$ cat src/rtl/i2c_bit_timer_pkg.sv
package i2c_bit_timer_pkg;

  typedef enum logic [1:0] {
    PH_DATA_SETUP = 2'd0,
    PH_CLK_RISE   = 2'd1,
    PH_CLK_HOLD   = 2'd2,
    PH_DATA_HOLD  = 2'd3
  } bit_phase_e;

  localparam int unsigned NUM_PHASES = 4;

  function automatic bit_phase_e next_phase(bit_phase_e cur);
    return bit_phase_e'(cur + 2'd1);
  endfunction

endpackage

$ cat src/rtl/i2c_tick_divider.sv
module i2c_tick_divider #(
  parameter int unsigned DIV_W = 8
) (
  input  logic             clk,
  input  logic             rst_n,
  input  logic             enable_i,
  input  logic             restart_i,
  input  logic [DIV_W-1:0] div_i,
  output logic             tick_o,
  output logic [DIV_W-1:0] count_o
);

  function automatic logic [DIV_W-1:0] eff_div(logic [DIV_W-1:0] d);
    return (d == '0) ? {{(DIV_W-1){1'b0}}, 1'b1} : d;
  endfunction

  logic [DIV_W-1:0] cnt_q;
  logic             wrap;

  assign wrap    = (cnt_q >= eff_div(div_i) - 1'b1);
  assign tick_o  = enable_i & wrap;
  assign count_o = cnt_q;

  always_ff @(posedge clk or negedge rst_n) begin
    if (!rst_n)         cnt_q <= '0;
    else if (restart_i) cnt_q <= '0;
    else if (enable_i)  cnt_q <= wrap ? '0 : cnt_q + 1'b1;
  end

  assert_idle_no_tick_R7: assert property (@(posedge clk) disable iff (!rst_n)
    !enable_i |-> !tick_o);

  assert_div_hold_R7: assert property (@(posedge clk) disable iff (!rst_n)
    (!enable_i && !restart_i) |=> $stable(cnt_q));

endmodule

$ cat src/rtl/i2c_phase_seq.sv
module i2c_phase_seq
  import i2c_bit_timer_pkg::*;
#(
  parameter int unsigned STEP_W = 6
) (
  input  logic                         clk,
  input  logic                         rst_n,
  input  logic                         tick_i,
  input  logic                         restart_i,
  input  logic [NUM_PHASES*STEP_W-1:0] steps_i,
  output logic                         edge_o,
  output bit_phase_e                   phase_o,
  output logic [STEP_W-1:0]            count_o
);

  function automatic logic [STEP_W-1:0] eff_step(logic [STEP_W-1:0] s);
    return (s == '0) ? {{(STEP_W-1){1'b0}}, 1'b1} : s;
  endfunction

  logic [STEP_W-1:0] step_tab [NUM_PHASES];

  for (genvar p = 0; p < NUM_PHASES; p++) begin : g_step
    assign step_tab[p] = eff_step(steps_i[p*STEP_W +: STEP_W]);
  end

  bit_phase_e        phase_q;
  logic [STEP_W-1:0] cnt_q;
  logic              at_last;

  assign at_last = (cnt_q >= step_tab[phase_q] - 1'b1);
  assign edge_o  = tick_i & at_last;
  assign phase_o = phase_q;
  assign count_o = cnt_q;

  always_ff @(posedge clk or negedge rst_n) begin
    if (!rst_n) begin
      phase_q <= PH_DATA_SETUP;
      cnt_q   <= '0;
    end else if (restart_i) begin
      phase_q <= PH_DATA_SETUP;
      cnt_q   <= '0;
    end else if (tick_i) begin
      if (at_last) begin
        phase_q <= next_phase(phase_q);
        cnt_q   <= '0;
      end else begin
        cnt_q <= cnt_q + 1'b1;
      end
    end
  end

  assert_edge_advances_R4: assert property (@(posedge clk) disable iff (!rst_n)
    (edge_o && !restart_i) |=> (phase_q == next_phase($past(phase_q))));

  assert_mid_phase_stable_R3: assert property (@(posedge clk) disable iff (!rst_n)
    (!edge_o && !restart_i) |=> $stable(phase_q));

endmodule

$ cat src/rtl/i2c_bit_timer.sv
module i2c_bit_timer
  import i2c_bit_timer_pkg::*;
#(
  parameter int unsigned DIV_W  = 8,
  parameter int unsigned STEP_W = 6
) (
  input  logic                         clk,
  input  logic                         rst_n,
  input  logic                         enable_i,
  input  logic                         restart_i,
  input  logic [DIV_W-1:0]             clk_div_i,
  input  logic [NUM_PHASES*STEP_W-1:0] steps_i,
  output logic                         tick_o,
  output logic                         edge_o,
  output logic [1:0]                   phase_o,
  output logic                         bit_end_o
);

  logic              base_tick;
  logic              phase_edge;
  bit_phase_e        cur_phase;
  logic [DIV_W-1:0]  div_count;
  logic [STEP_W-1:0] step_count;

  i2c_tick_divider #(.DIV_W(DIV_W)) u_div (
    .clk       (clk),
    .rst_n     (rst_n),
    .enable_i  (enable_i),
    .restart_i (restart_i),
    .div_i     (clk_div_i),
    .tick_o    (base_tick),
    .count_o   (div_count)
  );

  i2c_phase_seq #(.STEP_W(STEP_W)) u_seq (
    .clk       (clk),
    .rst_n     (rst_n),
    .tick_i    (base_tick),
    .restart_i (restart_i),
    .steps_i   (steps_i),
    .edge_o    (phase_edge),
    .phase_o   (cur_phase),
    .count_o   (step_count)
  );

  assign tick_o    = base_tick;
  assign edge_o    = phase_edge;
  assign phase_o   = cur_phase;
  assign bit_end_o = phase_edge && (cur_phase == PH_DATA_HOLD);

  assert_restart_clears_R6: assert property (@(posedge clk) disable iff (!rst_n)
    restart_i |=> (div_count == '0 && step_count == '0 && cur_phase == PH_DATA_SETUP));

  assert_edge_needs_tick_R3: assert property (@(posedge clk) disable iff (!rst_n)
    phase_edge |-> base_tick);

  assert_bit_wraps_R5: assert property (@(posedge clk) disable iff (!rst_n)
    (bit_end_o && !restart_i) |=> (cur_phase == PH_DATA_SETUP));

  assert_idle_no_edge_R7: assert property (@(posedge clk) disable iff (!rst_n)
    !enable_i |-> (!phase_edge && !bit_end_o));

endmodule

$ cat config.mk
export PLATFORM = sky130hd
export DESIGN_NAME = i2c_bit_timer
export DESIGN_NICKNAME = d
export VERILOG_FILES = /design/src/rtl/i2c_bit_timer_pkg.sv /design/src/rtl/i2c_tick_divider.sv /design/src/rtl/i2c_phase_seq.sv /design/src/rtl/i2c_bit_timer.sv
export SDC_FILE = /design/constraint.sdc
export NUM_CORES = 1
export LEC_CHECK = 0
export ABC_CLOCK_PERIOD_IN_PS = 9710
export BUFFER_PORTS_ARGS = -buffer_cell sky130_fd_sc_hd__buf_4
export CORE_MARGIN = 5
export CORE_UTILIZATION = 53
export CTS_CLUSTER_SIZE = 24
export DETAILED_ROUTE_END_ITERATION = 8
export PLACE_DENSITY_LB_ADDON = 0.12
export SKIP_CTS_REPAIR_TIMING = 1
export SYNTH_ARGS = -nofsm -noshare
export SYNTH_HDL_FRONTEND = slang
export SYNTH_HIERARCHICAL = 1
export SYNTH_SLANG_ARGS = --single-unit
$ cat constraint.sdc
create_clock -name clk -period 9.71 [get_ports clk]
set_input_delay 2.913 -clock clk [delete_from_list [all_inputs] [get_ports clk]]
set_output_delay 2.913 -clock clk [all_outputs]
set_load 0.01 [all_outputs]
### Word level (Yosys, flattened, before mapping)

Cells that the tools add are included.

* flip-flop bits (word level): 16
* output and inout bits: 5
* bits of input ports: 36

* $lt $le $gt $ge: 3
* bitwise gates (word level): 3
* add/subtract/negate cells: 5
* equality and inequality tests: 1
* reductions and logical operators: 10
* mux-type cells: 17

Operator list (count)
* $mux W6: 9
* $mux W8: 4
* $logic_not A6 Y1: 4
* $bmux W6 S2: 1
* $add A8 B1 Y8 const B: 1
* $ge A8 B8 Y1: 1
* $logic_not A8 Y1: 1
* $sub A8 B1 Y8 const B: 1
* $add A6 B1 Y6 const B: 1
* $ge A6 B6 Y1: 1
* $mux W2: 3
* $reduce_bool A2 Y1: 3
* $sub A6 B1 Y6 const B: 1
* $ge A3 B3 Y1 const B: 1
* $not A2 Y3: 1
* $add A2 B1 Y2 const B: 1
* $and A1 B1 Y1: 2
* $eq A2 B2 Y1 const B: 1
* $reduce_and A2 Y1: 1
* $logic_and A1 B1 Y1: 1

### Logic depth before layout (Yosys ltp)

* depth in word-level cells: 10
* gate-level depth with buffers: 16
* depth with buffers taken out: 16

### Modules after synthesis

Netlist, hierarchy kept.

Modules (own cells, without submodules)
* i2c_tick_divider: times used 1, area an instance 814.5 um2, cells an instance 88
* i2c_phase_seq: times used 1, area an instance 803.3 um2, cells an instance 87
* i2c_bit_timer: times used 1, area an instance 6.3 um2, cells an instance 1

### Worst setup path before layout

Ideal clock, no wire load.

* path kind: input -> output
* start point: input port clk_div_i[2]
* end point: output port bit_end_o
* required time: 6797 ps
* path buffers: 0
* stages: 15
* slack: 934 ps
* data arrival time: 5863 ps
* cells stage by stage: or4_4 > nor4_4 > nor2_1 > ha_1 > inv_1 > nor2_1 > xnor2_1 > ha_1 > nand2_1 > a211o_1 > o21ai_2 > and2_1 > inv_1 > nor2_1 > and3_1

* cells in the longest elaborated chain, start to end: 7

Ends and longest elaborated chain
* from (decl): line i2c_bit_timer.sv:11 `input logic [DIV_W-1:0] clk_div_i,`
* $logic_not A8 Y1: line i2c_tick_divider.sv:14 `return (d == '0) ? {{(DIV_W-1){1'b0}}, 1'b1} : d;`
* $mux W8 (*): line i2c_tick_divider.sv:14
* $sub A8 B1 Y8 (*): line i2c_tick_divider.sv:20 `assign wrap = (cnt_q >= eff_div(div_i) - 1'b1);`
* $ge A8 B8 Y1 (*): line i2c_tick_divider.sv:20
* $and A1 B1 Y1 (*): line i2c_tick_divider.sv:21 `assign tick_o = enable_i & wrap;`
* named net tick_o: line i2c_bit_timer.sv:13 `output logic tick_o,`
* $and A1 B1 Y1 (*): line i2c_phase_seq.sv:31 `assign edge_o = tick_i & at_last;`
* named net edge_o: line i2c_bit_timer.sv:14 `output logic edge_o,`
* $logic_and A1 B1 Y1 (*): line i2c_bit_timer.sv:49 `assign bit_end_o = phase_edge && (cur_phase == PH_DATA_HOLD);`
* to (decl): line i2c_bit_timer.sv:16 `output logic bit_end_o`

Mark *: on every way through the listed nets, which the timed path passes. The rest lies on a longest branch.

### Worst setup path in the final report

* start point: input port clk_div_i[2]
* end point: output port bit_end_o

* cells in the longest elaborated chain, start to end: 7

Ends and longest elaborated chain (line)
* $logic_not A8 Y1: i2c_tick_divider.sv:14
* $mux W8 (*): i2c_tick_divider.sv:14
* $sub A8 B1 Y8 (*): i2c_tick_divider.sv:20
* $ge A8 B8 Y1 (*): i2c_tick_divider.sv:20
* $and A1 B1 Y1 (*): i2c_tick_divider.sv:21
* $and A1 B1 Y1 (*): i2c_phase_seq.sv:31
* $logic_and A1 B1 Y1 (*): i2c_bit_timer.sv:49

Mark *: on every way between the ends. The rest lies on a longest branch, timed or not.

==> summary.txt <==
status: finished, final reports clean
P_int: 112 uW
Via Count: 1482
Detailed Place HPWL: 3330 um
share of layout cells above drive strength 1: 0.274
count leader, synth: ha_1
Post-Syn Area: 1620 um^2
post-route minimum period: 9.14 ns
clock skew: 0.00138 ns
hold slack: 0.581 ns
die height: 65.4 um
area share of the largest cell type after synthesis: 0.247
worst vdd ir: 0.0413 mV
async set-reset flop share out of synthesis: 1.00
sequential power share: 0.444
Hold Crit Class: flip-flop to flip-flop
WS Path Type: input port to output port
cells taking the most area after synthesis: dfrtp_1 (25%), ha_1 (14%), mux4_2 (5.5%)
Combinational Power Share: 0.271
Via density: 5.98
die area: 4270 um^2
synth cell count leaders: ha_1 (18), dfrtp_1 (16), nor2_1 (15), a21oi_1 (14), nand2_1 (14)
All-Layer GR Usage: 0.198
Synth area leader: dfrtp_1
Clock Path Buffers: 2
syn_nets: 230
overflow left after global routing: 0
Gate Count Post-Synth: 176
DRT Pass-1 Iters: 4
critical path's largest stage delay: 0.56 ns
# rows: 20
I/O Buffers: 40
Startpoint Class: input port
root buffer selected by CTS: clkbuf_4
Finished Cell Area: 1970 um^2
routed wire length per instance: 16.1 um
Post-synth top flop: dfrtp_1
RePlAce Congestion: 0.845
largest net degree at the start of global routing: 19
DRT iter0 DRCs: 92
PwrDens: 78.2 nW/um^2
Net Sw Frac: 0.274
crit share post-route: 0.941
I/O pin total: 41
cell at the slowest stage of the critical path: or4_4
DRC: 0
CP Capture Type: output port
Setup TNS: 0 ns
total core area: 3000 um^2
mean post-synth cell area: 9.23 um^2
FMAX: 109 MHz
placed cell area: 1940 um^2
vias in the first global route: 1577
total CTS buffers: 3
clock latency on the worst-skew pair: 0.28 ns
Arrival @ worst endpoint: 6.22 ns
Slew Limit Fails: 0
sequential cell area fraction in the yosys report: 0.247
Slew @ Worst Pin: 0.499 ns
Clock Sinks: 16
Post-synth EDFFs: 0
Clock power frac: 0.284
Detail Route Antenna Nets: 0
Final Hold Viols: 0
Yosys reg bits: 16
Antenna diodes: 0
crit-path max FO: 7
drt total wl: 3980 um
Fillers: 275
crit-path most repeated cell: nor2_1
Static Leak: 0.842 nW
Yosys warning count: 6
nets: 270
worst path required time: 6.80 ns
Starting Density: 0.541
initial antenna violation count: 0
Worst-path clk slew: 0.09 ns
CTS tree: yes
RSZ-0062 raised after global routing: no
area grow syn2layout: 21.6%
Synth cell types: 44
Max Cap Violations: 0
die width: 65.4 um
Switch Pwr: 42.3 uW
crit-path cells: buf_4, or4_4, nor4_4, nor2_1, ha_1, inv_1, nor2_1, xnor2_1, ha_1, nand2_1, a211o_1, o21ai_2, and2_1, inv_1, nor2_1, and3_1, buf_4
# setup viols final: 0
H-tree levels: 1
global-route wire length before repair: 6870 um
Slew headroom: 0.667
area by class of cell:
class / count / area [um^2] / area share
repair buffers: 40 / 300 / 0.152
inverters: 11 / 41.3 / 0.0209
flip-flops and latches: 16 / 400 / 0.203
clock buffers: 4 / 36.3 / 0.0184
well taps: 33 / 41.3 / 0.0209
multi-input cells: 144 / 1150 / 0.585
power groups by stage:
| stage | combinational, mW | clock [mW] | sequential [mW] |
|---|---|---|---|
| after floorplan | 0.0227 | 0 | 0.0695 |
| after global placement | 0.0403 | 0 | 0.0700 |
| after detailed placement | 0.0422 | 0 | 0.0700 |
| after CTS | 0.0422 | 0.0444 | 0.0686 |
| after global routing | 0.0468 | 0.0497 | 0.0689 |
| final | 0.0419 | 0.0439 | 0.0686 |
through the flow:
step	util	total power [mW]	setup slack, ns	cells
after floorplan	-	0.0922	0.934	176
after global placement	0.645	0.110	0.748	244
after detailed placement	0.645	0.112	0.585	244
after CTS	0.658	0.155	0.569	248
after global routing	0.658	0.165	0.281	248
final	0.658	0.154	0.573	248
registers in the layout (all words and copies together) (netlist names):
name / flops
u_seq/phase_o: 2
u_seq/count_o: 6
u_div/count_o: 8
critical path, delay by kind of cell:
kind            cells  cell delay (ns)
simple gates        8             1.72
buf+inv             4             0.44
fa+ha+maj           2             0.51
xor+xnor            1             0.12
compound gates      2             0.52
cells by family (layout without fill, tap and decap cells):
| family | count (synthesis) | count (layout) | share of synthesized area |
|---|---|---|---|
| flip-flops | 16 | 16 | 0.247 |
| adder cells (fa/ha/maj) | 18 | 18 | 0.139 |
| buffers and inverters | 16 | 55 | 0.0424 |
| multiplexers | 9 | 9 | 0.107 |
| XOR/XNOR | 14 | 14 | 0.0755 |
| AO/OA/AOI/OAI | 40 | 40 | 0.176 |
| AND/OR/NAND/NOR | 63 | 63 | 0.213 |
path summary, 6_finish.rpt:
check	slack, ns	cells past startpoint	to	start
setup / recovery	0.57	17	bit_end_o	clk_div_i[2]
max in group asynchronous	7.07	1	u_div/count_o[2]	rst_n
min in group asynchronous	2.47	1	u_div/count_o[0]	rst_n
hold reg to reg	0.58	2	u_seq/count_o[5]	u_seq/count_o[5]
setup reg to reg	6.56	10	u_seq/count_o[1]	u_seq/phase_o[0]
hold / removal	0.58	2	u_seq/count_o[5]	u_seq/count_o[5]
cell usage in the layout (no fill, tap or decap), types with 3 or more instances in the layout:
| cell | synthesis | layout |
|---|---|---|
| nand2_1 | 14 | 14 |
| ha_1 | 18 | 18 |
| nor3_1 | 8 | 8 |
| a211oi_1 | 3 | 3 |
| o211ai_1 | 3 | 3 |
| nand3_1 | 3 | 3 |
| nand2b_1 | 6 | 6 |
| xor2_1 | 6 | 6 |
| xnor2_1 | 8 | 8 |
| nor2b_1 | 3 | 3 |
| o2111ai_1 | 3 | 3 |
| a21oi_1 | 14 | 14 |
| o21ai_0 | 5 | 5 |
| clkbuf_4 | 0 | 3 |
| dfrtp_1 | 16 | 16 |
| nor2_1 | 15 | 15 |
| mux4_2 | 4 | 4 |
| buf_4 | 0 | 40 |
| inv_1 | 11 | 11 |
metal layers:
| metal | GRT usage | share of wire |
|---|---|---|
| met4 | 0.0570 | 0.013 |
| met5 | 0 | 0 |
| met1 | 0.240 | 0.41 |
| met2 | 0.363 | 0.54 |
| met3 | 0.0239 | 0.037 |
Note: power is estimated with default switching activity, not from simulation.
